## src/rtl/sb_pkg.sv

```systemverilog
// Shared types for the issue scoreboard.
// Assumes a two-bit operation class field decoded by the issue stage.
package sb_pkg;
    typedef enum logic [1:0] {
        OPC_INT = 2'd0,
        OPC_ADD = 2'd1,
        OPC_MUL = 2'd2,
        OPC_DIV = 2'd3
    } opclass_e;
endpackage

```

## src/rtl/sb_regrsv.sv

```systemverilog
// Per-register reservation flags.
// Reports whether either source or the destination of a candidate is
// reserved. A writeback in the current cycle is honoured at once (the
// cleared register no longer holds the candidate). Register 0 is never
// reserved. Assumes NREG is a power of two.
module sb_regrsv #(
    parameter int NREG = 32,
    parameter int RW   = $clog2(NREG)
) (
    input  logic          clk,
    input  logic          rst_n,
    input  logic [RW-1:0] src_a,
    input  logic [RW-1:0] src_b,
    input  logic [RW-1:0] dst,
    input  logic          set_en,
    input  logic          clr_en,
    input  logic [RW-1:0] clr_reg,
    output logic          src_hit,
    output logic          dst_hit
);
    logic [NREG-1:0] rsv_q;
    logic [NREG-1:0] clr_mask;
    logic [NREG-1:0] set_mask;
    logic [NREG-1:0] live;

    // Decode the clear and set requests into one-hot masks; entry 0 stays empty.
    genvar gi;
    generate
        for (gi = 0; gi < NREG; gi++) begin : g_mask
            if (gi == 0) begin : g_zero
                assign clr_mask[gi] = 1'b0;
                assign set_mask[gi] = 1'b0;
            end else begin : g_reg
                assign clr_mask[gi] = clr_en && (clr_reg == RW'(gi));
                assign set_mask[gi] = set_en && (dst == RW'(gi));
            end
        end
    endgenerate

    // Reservations that still stand once this cycle's writeback is applied.
    assign live = rsv_q & ~clr_mask;

    // Look up the candidate's registers against the standing reservations.
    always_comb begin
        src_hit = live[src_a] || live[src_b];
        dst_hit = live[dst];
    end

    // Apply the writeback clear, then the issue set (set wins on a tie).
    always_ff @(posedge clk) begin
        if (!rst_n) rsv_q <= '0;
        else        rsv_q <= live | set_mask;
    end

    // register 0 never shows a reservation.
    a_r6_zero_free: assert property (@(posedge clk) disable iff (!rst_n)
        !rsv_q[0]);
    // a granted nonzero destination is reserved in the next cycle.
    a_r4_set_on_issue: assert property (@(posedge clk) disable iff (!rst_n)
        (set_en && dst != '0) |=> rsv_q[$past(dst)]);
    // a writeback lifts the reservation unless the same register is claimed again.
    a_r5_clear_on_wb: assert property (@(posedge clk) disable iff (!rst_n)
        (clr_en && !(set_en && dst == clr_reg)) |=> !rsv_q[$past(clr_reg)]);
endmodule

```

## src/rtl/sb_wbport.sv

```systemverilog
// Write-port calendar.
// Bit i of the calendar means a result already uses the register write
// port i cycles from now. A candidate with latency L conflicts if bit L
// is set. A claim marks bit L for the next cycle's view after the shift.
// Assumes 1 <= lat <= MAXLAT.
module sb_wbport #(
    parameter int MAXLAT = 25,
    parameter int LW     = $clog2(MAXLAT + 1)
) (
    input  logic          clk,
    input  logic          rst_n,
    input  logic [LW-1:0] lat,
    input  logic          claim,
    output logic          taken
);
    logic [MAXLAT:0] slot_q;
    logic [MAXLAT:0] slot_d;

    // The calendar entry the candidate's result would land on.
    assign taken = slot_q[lat];

    // Advance the calendar by one cycle and add the new claim.
    genvar gi;
    generate
        for (gi = 0; gi <= MAXLAT; gi++) begin : g_slot
            if (gi == MAXLAT) begin : g_top
                assign slot_d[gi] = 1'b0;
            end else begin : g_mid
                assign slot_d[gi] = slot_q[gi+1] || (claim && (lat == LW'(gi + 1)));
            end
        end
    endgenerate

    // Hold the calendar.
    always_ff @(posedge clk) begin
        if (!rst_n) slot_q <= '0;
        else        slot_q <= slot_d;
    end

    // a claim is visible one cycle later, one step closer.
    a_r9_claim_lands: assert property (@(posedge clk) disable iff (!rst_n)
        claim |=> slot_q[$past(lat) - 1'b1]);
    // a claim is never made on an entry already in use.
    a_r9_no_double: assert property (@(posedge clk) disable iff (!rst_n)
        claim |-> !taken);
endmodule

```

## src/rtl/sb_divbusy.sv

```systemverilog
// Occupancy tracker for the non-pipelined divider.
// A start in cycle t keeps the unit busy for cycles t+1 .. t+II-1.
// Assumes II >= 2.
module sb_divbusy #(
    parameter int II = 25,
    parameter int CW = $clog2(II)
) (
    input  logic clk,
    input  logic rst_n,
    input  logic start,
    output logic busy
);
    logic [CW-1:0] cnt_q;

    assign busy = (cnt_q != '0);

    // Load the remaining busy cycles on a start, otherwise count down.
    always_ff @(posedge clk) begin
        if (!rst_n)     cnt_q <= '0;
        else if (start) cnt_q <= CW'(II - 1);
        else if (busy)  cnt_q <= cnt_q - 1'b1;
    end

    // a start makes the unit busy in the following cycle.
    a_r7_busy_after_start: assert property (@(posedge clk) disable iff (!rst_n)
        start |=> busy);
    // no start is accepted while busy.
    a_r7_no_overlap: assert property (@(posedge clk) disable iff (!rst_n)
        busy |-> !start);
endmodule

```

## src/rtl/issue_scoreboard.sv

```systemverilog
// In-order issue scoreboard.
// Holds a candidate on a reserved source (RAW) or destination (WAW), on a
// busy divider, or on a claimed write-port cycle. Ordering of operand
// reads covers WAR. Destination 0 means no result. All outputs are
// combinational in the current inputs and state.
module issue_scoreboard #(
    parameter int NREG    = 32,
    parameter int LAT_INT = 1,
    parameter int LAT_ADD = 4,
    parameter int LAT_MUL = 7,
    parameter int LAT_DIV = 25,
    localparam int RW     = $clog2(NREG),
    localparam int MAX_AB = (LAT_INT > LAT_ADD) ? LAT_INT : LAT_ADD,
    localparam int MAX_MD = (LAT_MUL > LAT_DIV) ? LAT_MUL : LAT_DIV,
    localparam int MAXLAT = (MAX_AB > MAX_MD) ? MAX_AB : MAX_MD,
    localparam int LW     = $clog2(MAXLAT + 1)
) (
    input  logic          clk,
    input  logic          rst_n,
    input  logic          issue_valid,
    input  logic [1:0]    issue_op,
    input  logic [RW-1:0] issue_src_a,
    input  logic [RW-1:0] issue_src_b,
    input  logic [RW-1:0] issue_dst,
    input  logic          wb_valid,
    input  logic [RW-1:0] wb_reg,
    output logic          issue_grant,
    output logic          stall_raw,
    output logic          stall_waw,
    output logic          stall_unit,
    output logic          stall_port
);
    import sb_pkg::*;

    opclass_e      op;
    logic [LW-1:0] lat;
    logic          has_dst;
    logic          src_hit;
    logic          dst_hit;
    logic          div_busy;
    logic          port_taken;
    logic          is_div;

    assign op      = opclass_e'(issue_op);
    assign has_dst = (issue_dst != '0);
    assign is_div  = (op == OPC_DIV);

    // Latency of the candidate's class.
    always_comb begin
        unique case (op)
            OPC_INT: lat = LW'(LAT_INT);
            OPC_ADD: lat = LW'(LAT_ADD);
            OPC_MUL: lat = LW'(LAT_MUL);
            default: lat = LW'(LAT_DIV);
        endcase
    end

    // Gather the hold reasons and form the grant.
    always_comb begin
        stall_raw   = src_hit;
        stall_waw   = dst_hit;
        stall_unit  = is_div && div_busy;
        stall_port  = has_dst && port_taken;
        issue_grant = issue_valid && !(stall_raw || stall_waw || stall_unit || stall_port);
    end

    sb_regrsv #(.NREG(NREG), .RW(RW)) u_rsv (
        .clk     (clk),
        .rst_n   (rst_n),
        .src_a   (issue_src_a),
        .src_b   (issue_src_b),
        .dst     (issue_dst),
        .set_en  (issue_grant),
        .clr_en  (wb_valid),
        .clr_reg (wb_reg),
        .src_hit (src_hit),
        .dst_hit (dst_hit)
    );

    sb_wbport #(.MAXLAT(MAXLAT), .LW(LW)) u_port (
        .clk   (clk),
        .rst_n (rst_n),
        .lat   (lat),
        .claim (issue_grant && has_dst),
        .taken (port_taken)
    );

    sb_divbusy #(.II(LAT_DIV)) u_div (
        .clk   (clk),
        .rst_n (rst_n),
        .start (issue_grant && is_div),
        .busy  (div_busy)
    );

    // nothing is granted without a valid candidate.
    a_r10_valid_gate: assert property (@(posedge clk) disable iff (!rst_n)
        !issue_valid |-> !issue_grant);
    // a granted divide keeps the next divide out in the following cycle.
    a_r7_div_blocks: assert property (@(posedge clk) disable iff (!rst_n)
        (issue_grant && is_div) |=> (is_div |-> stall_unit));
    // pipelined classes never see a unit hold.
    a_r8_pipe_free: assert property (@(posedge clk) disable iff (!rst_n)
        !is_div |-> !stall_unit);
endmodule

```

## config.mk

```make
export PLATFORM = sky130hd
export DESIGN_NAME = issue_scoreboard
export DESIGN_NICKNAME = d
export VERILOG_FILES = /design/src/rtl/sb_pkg.sv /design/src/rtl/sb_regrsv.sv /design/src/rtl/sb_wbport.sv /design/src/rtl/sb_divbusy.sv /design/src/rtl/issue_scoreboard.sv
export SDC_FILE = /design/constraint.sdc
export NUM_CORES = 1
export LEC_CHECK = 0
export BUFFER_PORTS_ARGS = -buffer_cell sky130_fd_sc_hd__buf_2
export CAP_MARGIN = 30
export CORE_ASPECT_RATIO = 2
export CORE_MARGIN = 4
export CORE_UTILIZATION = 25
export DETAILED_ROUTE_END_ITERATION = 6
export PLACE_DENSITY = 0.44
export SLEW_MARGIN = 20
export SYNTH_ARGS = -nofsm -noshare
export SYNTH_HDL_FRONTEND = slang
export SYNTH_HIERARCHICAL = 1
export SYNTH_SLANG_ARGS = --single-unit
```

## constraint.sdc

```tcl
create_clock -name clk -period 3.3 [get_ports clk]
set_input_delay 0.165 -clock clk [delete_from_list [all_inputs] [get_ports clk]]
set_output_delay 0.165 -clock clk [all_outputs]
set_load 0.02 [all_outputs]
```

After elaboration in Yosys (flattened, before gate mapping)
Index checks and enable logic that the tools add are counted.
{"block": "op_classes", "n_div": 0, "order_cmp": 4, "n_eq_ne": 90, "n_mux": 11, "reduce_logical": 127, "shift": 0, "add_sub_neg": 1, "n_bitwise": 4, "n_mul": 0}
{"operator": "$eq A5 B5 Y1 const B", "count": 42}
{"operator": "$eq A5 B4 Y1 const B", "count": 24}
{"operator": "$logic_and A1 B1 Y1", "count": 92}
{"operator": "$eq A5 B3 Y1 const B", "count": 12}
{"operator": "$and A32 B32 Y32", "count": 1}
{"operator": "$not A32 Y32", "count": 1}
{"operator": "$or A32 B32 Y32", "count": 1}
{"operator": "$eq A5 B2 Y1 const B", "count": 6}
{"operator": "$logic_or A1 B1 Y1", "count": 29}
{"operator": "$lt A5 B6 Y1 const B", "count": 4}
{"operator": "$bmux W1 S5", "count": 4}
{"operator": "$eq A5 B1 Y1 const B", "count": 3}
{"operator": "$pmux W5 S3", "count": 1}
{"operator": "$mux W5", "count": 2}
{"operator": "$reduce_bool A5 Y1", "count": 2}
{"operator": "$sub A5 B1 Y5 const B", "count": 1}
{"operator": "$eq A2 B2 Y1 const B", "count": 2}
{"operator": "$mux W1", "count": 4}
{"operator": "$eq A2 B1 Y1 const B", "count": 1}
{"operator": "$logic_not A2 Y1", "count": 1}
{"operator": "$reduce_bool A2 Y1", "count": 1}
{"operator": "$reduce_or A2 Y1", "count": 1}
{"operator": "$logic_not A1 Y1", "count": 1}
{"operator": "$not A1 Y1", "count": 1}
{"block": "word_totals", "reg_bits": 63, "input_bits": 26, "n_memories": 0, "mem_bits_ro": 0, "output_inout_bits": 5, "word_cells": 242, "latchBits": 0, "mem_bits_rw": 0}

Logic depth before layout (Yosys ltp)
{"block": "logic_depth", "depth_word": 15, "mapped_depth": 15, "mapped_depth_nobuf": 13}

Hierarchy
Netlist, hierarchy kept.
{"module": "sb_regrsv", "area_per_inst_um2": 2636.3, "instances": 1, "cells_each": 336, "seq_area_each_um2": 620.6}
{"module": "sb_wbport", "area_per_inst_um2": 1168.6, "instances": 1, "cells_each": 120, "seq_area_each_um2": 500.5}
{"module": "sb_divbusy", "area_per_inst_um2": 245.2, "instances": 1, "cells_each": 26, "seq_area_each_um2": 100.1}
{"module": "issue_scoreboard", "area_per_inst_um2": 133.9, "instances": 1, "cells_each": 20, "seq_area_each_um2": 0.0}

Worst setup path after synthesis
No wires, ideal clock.
{"block": "synth_timing", "kind": "input -> register", "start": "input wb_reg[3]", "end": "register u_rsv.rsv_q[28]", "setup_slack_ns": 0.037, "path_stages": 14, "setup_time_ns": 0.076, "arrival_ns": 3.188, "path_buffers": 1, "cell_sequence": "buf_2 > or4b_4 > o21a_1 > a22oi_1 > o211ai_1 > a311oi_2 > o22ai_1 > nor2_1 > nand3_1 > a21oi_1 > nand2_1 > nor3_1 > nand3_1 > a21boi_0"}
{"block": "synth_via", "elab_chain_len": 14, "word_cells_on_any_way": 78, "classes_between": "31 x eq/ne; 6 x mux; 3 x bitwise; 38 x reduce/logical"}
{"item": "start, declared", "line_no": "issue_scoreboard.sv:26", "rtl": "input logic [RW-1:0] wb_reg,"}
{"item": "$eq A5 B1 Y1 (tied with other cells)", "line_no": "sb_regrsv.sv:34", "rtl": "assign clr_mask[gi] = clr_en && (clr_reg == RW'(gi));"}
{"item": "$logic_and A1 B1 Y1", "line_no": "sb_regrsv.sv:34"}
{"item": "$not A32 Y32 (*)", "line_no": "sb_regrsv.sv:41", "rtl": "assign live = rsv_q & ~clr_mask;"}
{"item": "$and A32 B32 Y32 (*)", "line_no": "sb_regrsv.sv:41"}
{"item": "$bmux W1 S5", "line_no": "sb_regrsv.sv:45", "rtl": "src_hit = live[src_a] || live[src_b];"}
{"item": "$mux W1 (not written as such)", "line_no": "sb_regrsv.sv:45"}
{"item": "$logic_or A1 B1 Y1 (*)", "line_no": "sb_regrsv.sv:45"}
{"item": "via stall_raw", "line_no": "issue_scoreboard.sv:28", "rtl": "output logic stall_raw,"}
{"item": "$logic_or A1 B1 Y1 (*) (3 in a row)", "line_no": "issue_scoreboard.sv:64", "rtl": "issue_grant = issue_valid && !(stall_raw || stall_waw || stall_unit || stall_port);"}
{"item": "$logic_not A1 Y1 (*)", "line_no": "issue_scoreboard.sv:64"}
{"item": "$logic_and A1 B1 Y1 (*)", "line_no": "issue_scoreboard.sv:64"}
{"item": "via issue_grant", "line_no": "issue_scoreboard.sv:27", "rtl": "output logic issue_grant,"}
{"item": "$logic_and A1 B1 Y1 (*)", "line_no": "sb_regrsv.sv:35", "rtl": "assign set_mask[gi] = set_en && (dst == RW'(gi));"}
{"item": "$or A32 B32 Y32 (*)", "line_no": "sb_regrsv.sv:52", "rtl": "else rsv_q <= live | set_mask;"}
{"item": "end signal, assigned", "line_no": "sb_regrsv.sv:52"}
{"item": "end, declared", "line_no": "sb_regrsv.sv:21", "rtl": "logic [NREG-1:0] rsv_q;"}
Mark *: on every way through the listed nets, which the timed path passes. The rest lies on a longest branch. The select of a mux whose other input is x is not followed.
A chain may end at the register's enable or synchronous reset.

Worst setup path after layout
{"block": "layout_timing", "start": "input wb_reg[3]", "end": "register u_port.slot_q[10]"}
{"block": "layout_via", "elab_chain_len": 15, "word_cells_on_any_way": 79, "classes_between": "31 x eq/ne; 6 x mux; 2 x bitwise; 40 x reduce/logical"}
{"item": "$eq A5 B1 Y1 (tied with other cells)", "line_no": "sb_regrsv.sv:34"}
{"item": "$logic_and A1 B1 Y1", "line_no": "sb_regrsv.sv:34"}
{"item": "$not A32 Y32 (*)", "line_no": "sb_regrsv.sv:41"}
{"item": "$and A32 B32 Y32 (*)", "line_no": "sb_regrsv.sv:41"}
{"item": "$bmux W1 S5", "line_no": "sb_regrsv.sv:45"}
{"item": "$mux W1 (not written as such)", "line_no": "sb_regrsv.sv:45"}
{"item": "$logic_or A1 B1 Y1", "line_no": "sb_regrsv.sv:45"}
{"item": "$logic_or A1 B1 Y1 (*) (3 in a row)", "line_no": "issue_scoreboard.sv:64"}
{"item": "$logic_not A1 Y1 (*)", "line_no": "issue_scoreboard.sv:64"}
{"item": "$logic_and A1 B1 Y1 (*)", "line_no": "issue_scoreboard.sv:64"}
{"item": "$logic_and A1 B1 Y1 (*)", "line_no": "issue_scoreboard.sv:84", "rtl": ".claim (issue_grant && has_dst),"}
{"item": "$logic_and A1 B1 Y1 (*)", "line_no": "sb_wbport.sv:29", "rtl": "assign slot_d[gi] = slot_q[gi+1] || (claim && (lat == LW'(gi + 1)));"}
{"item": "$logic_or A1 B1 Y1 (*)", "line_no": "sb_wbport.sv:29"}
{"item": "end signal, assigned", "line_no": "sb_wbport.sv:37", "rtl": "else slot_q <= slot_d;"}
{"item": "end, declared", "line_no": "sb_wbport.sv:16", "rtl": "logic [MAXLAT:0] slot_q;"}
Every way passes the cells marked *; elsewhere a longest branch is shown, timed or not. The select of a mux whose other input is x is not followed.

==> impl_metrics.tcl <==
set metrics [dict create \
    multi_input_area_um2 2710 \
    max_freq_mhz 334 \
    crit_slowest_cell "or4b_4" \
    arrival_ps 3260 \
    setup_violations 0 \
    outcome "complete, no violations" \
    cp_data_required_time_ps 3570 \
    synth_ff_type "dfxtp_1" \
    critPathMaxStageDelay_ps 550 \
    final_nets 608 \
    die_h_um 191 \
    critPathBufInv 4 \
    dieArea_um2 19000 \
    num_io_pins 31 \
    drc 0 \
    grt_pass1_vias 4475 \
    drv_slew 0 \
    maxCapViolations 0 \
    post-route-min-period_ps 2990 \
    hpwlAfterDp_mm 13.2 \
    wirelength_mm 16.5 \
    design_area_um2 5200 \
    path_clk_slew_ps 50 \
    synth-edff-count 0 \
    root_buffer "clkbuf_16" \
    via_count 4297 \
    rsz0062_at_grt "false" \
    cp_max_fo 6 \
    postCtsHoldBufs 0 \
    clk-insertion-delay-late_ps 330 \
    crit_family "simple AND/OR/NAND/NOR gates" \
    tightest_slew_ps 757 \
    ys_seq_area_share_pct 29.2 \
    worstRegToRegCells 15 \
    placed_area_um2 4910 \
    drive_above_1_share_pct 25.6 \
    cts_tree "built" \
    ys_warn_count 6 \
    detail-route-antenna-nets 0 \
    diodes 0 \
    antenna_found_initial 0 \
    crit_start "wb_reg[3]" \
    ff_latch_area_um2 1220 \
    syn_area_per_cell_um2 8.33 \
    grt_use_total_pct 17.3 \
    synth_top_cell_area_share_pct 29.2 \
    gp_congestion 0.924 \
    clk_path_buf_depth 2 \
    wl_per_cell_um 21.1 \
    fin_worst_skew_ps 9.40 \
    wl_met1_mm 5.30 \
    cts_buffers 9 \
    routed.top_layer "met4" \
    fp.dieW_um 99.5 \
    vias_per_cell 5.49 \
    hp-class "in -> reg" \
    start_kind "primary input" \
    port_buffers 30 \
    wl_met3_um 671 \
    grt_max_degree 39 \
    drtIter0Drc 152 \
    reg2reg_from "u_rsv/rsv_q[15]" \
    n_fill_cell 1775 \
    synth_nets 533 \
    synth_area_leader_cell "dfxtp_1" \
    ir_drop_mv 0.245 \
    row_count 66 \
    grt_pass1_wl_mm 24.5 \
    crit_end "u_port/slot_q[10]" \
    dr.pass1.iters 5 \
    crit_type "in -> reg" \
    syn_area_um2 4180 \
    finalCritPeriodShare_pct 90.6 \
    p_leak_nw 1.94 \
    cp_cell_sequence "buf_2 > buf_4 > or4b_4 > o21ai_2 > nor3_2 > o311ai_2 > nand3_1 > o22a_1 > nor2_1 > nand3_1 > nor3b_2 > buf_4 > nand2_1 > nor3_1 > buf_4 > a31oi_1 > nor2b_1" \
    critical_path.endpoint_type "flop" \
    reg2reg_slack_ps 320 \
    final_hold_viol_count 0 \
    powerDensity_nw_per_um2 401 \
    hold_slack_ps 243 \
    syn2layout_area_growth_pct 24.3 \
    cts_sinks 61 \
    synth_cells 502 \
    cpMostUsedCell "buf_4" \
    synth.area.top_cells "dfxtp_1 (29%), mux2i_1 (5.7%), a21boi_0 (5.2%)" \
    p_total_mw 2.09 \
    overflow 0 \
    ys_ff_latch 61 \
    cp.depth 17 \
    core_area_um2 16400 \
    cts_max_level 3 \
    ys_types 77 \
    wl_met2_mm 8.92 \
    synth_async_sr_flop_share_pct 0 \
    maxSlewHeadroom_pct 49.3 \
    timing.rr.end "u_port/slot_q[10]" \
    initial_core_util_pct 25.6 \
]
## worst reg2reg max path, stage by stage, from the launching register on
cell	delay (ps)
dfxtp_1	330
mux4_2	470
o41ai_1	80
a311oi_1	90
a31oi_1	300
and3_1	210
o22ai_1	100
nor2_1	190
nand3_1	160
nor3b_2	280
buf_4	150
nand2_1	80
nor3_1	150
buf_4	150
a31oi_1	80
nor2b_1	110
## cell type report
cell class,instances,share of cell area [%]
Clock inverter,2,0.241
Timing Repair Buffer,102,13.3
Tap cell,204,4.91
Clock buffer,11,4.67
Inverter,18,1.30
Multi-Input combinational cell,385,52.1
Sequential cell,61,23.5
## cell families (layout without fill, tap and decap cells)
family	after synthesis	count (layout)	share of synthesized area, %
mux	37	37	10.7
xor+xnor	8	8	1.67
buf+inv	56	133	6.58
flops	61	61	29.2
simple gates	177	177	23.2
fa+ha+maj	5	5	1.50
compound gates	158	158	27.2
## per-layer routing
metal  track usage, %  vias up
li1                 -     2014
met3             2.85       79
met5                0        -
met1             14.6     2021
met2             32.7      183
met4             16.1        0
## cell usage in the layout (no fill, tap or decap), types with 6 or more instances in the layout
master,count
clkbuf_16,9
nor2_1,30
inv_1,17
nand2b_1,13
o21a_1,8
a21oi_1,15
nand3_1,15
o21ai_0,29
o21ai_1,7
nand2_1,45
nor3_1,11
a31oi_1,7
dfxtp_1,61
buf_2,30
a21boi_0,29
nor2b_1,20
mux2i_1,24
mux2_2,7
buf_4,72
o211ai_1,6
## worst min path at each step
stage / startpoint / end / cells past startpoint
2_1_floorplan: rst_n / u_div/cnt_q[3] / 1
3_3_place_gp: u_port/slot_q[8] / u_port/slot_q[7] / 1
3_5_place_dp: u_port/slot_q[20] / u_port/slot_q[19] / 2
4_1_cts: issue_dst[2] / u_rsv/rsv_q[29] / 3
5_1_grt: issue_dst[2] / u_rsv/rsv_q[29] / 3
6_report: issue_dst[2] / u_rsv/rsv_q[29] / 3
## sequential cells by signal, indices dropped and copies added (netlist names)
name	flops
u_rsv/rsv_q	31
u_div/cnt_q	5
u_port/slot_q	25
## Yosys cell counts (all sizes together), types with 5 or more instances
library cell	instances
a31oi	7
nand2	45
inv	17
nand4	5
nand3	15
xor2	5
a311oi	5
o211ai	6
nand2b	13
mux2	8
o311a	5
a21oi	16
nor2b	20
o21a	8
a21boi	30
nor3	14
mux4	5
mux2i	24
nand4b	5
clkbuf	17
dfxtp	61
buf	21
ha	5
nor2	31
o21ai	38
## stage by stage
| stage | TNS [ps] | util [%] | cells | setup WS (ps) |
|---|---|---|---|---|
| 2_1_floorplan | 0 | - | 502 | 36.8 |
| 3_3_place_gp | -4170 | 30.1 | 769 | -231 |
| 3_5_place_dp | -6160 | 30.1 | 769 | -257 |
| 4_1_cts | 0 | 31.6 | 782 | 61.2 |
| 5_1_grt | 0 | 31.8 | 783 | 27.9 |
| 6_report | 0 | 31.8 | 783 | 309 |
## what timing repair did
item,4_1_cts,5_1_grt
endpoints found under the setup margin,0,43
resized for setup,0,8
endpoints found under the hold margin,0,0
buffers inserted,0,1
## where the power goes
| part | internal (mW) | switching, mW | total (mW) |
|---|---|---|---|
| Clock | 0.513 | 0.317 | 0.830 |
| Combinational | 0.189 | 0.278 | 0.466 |
| Sequential | 0.765 | 0.0260 | 0.791 |
No activity file was read; power rests on OpenSTA's default activity.
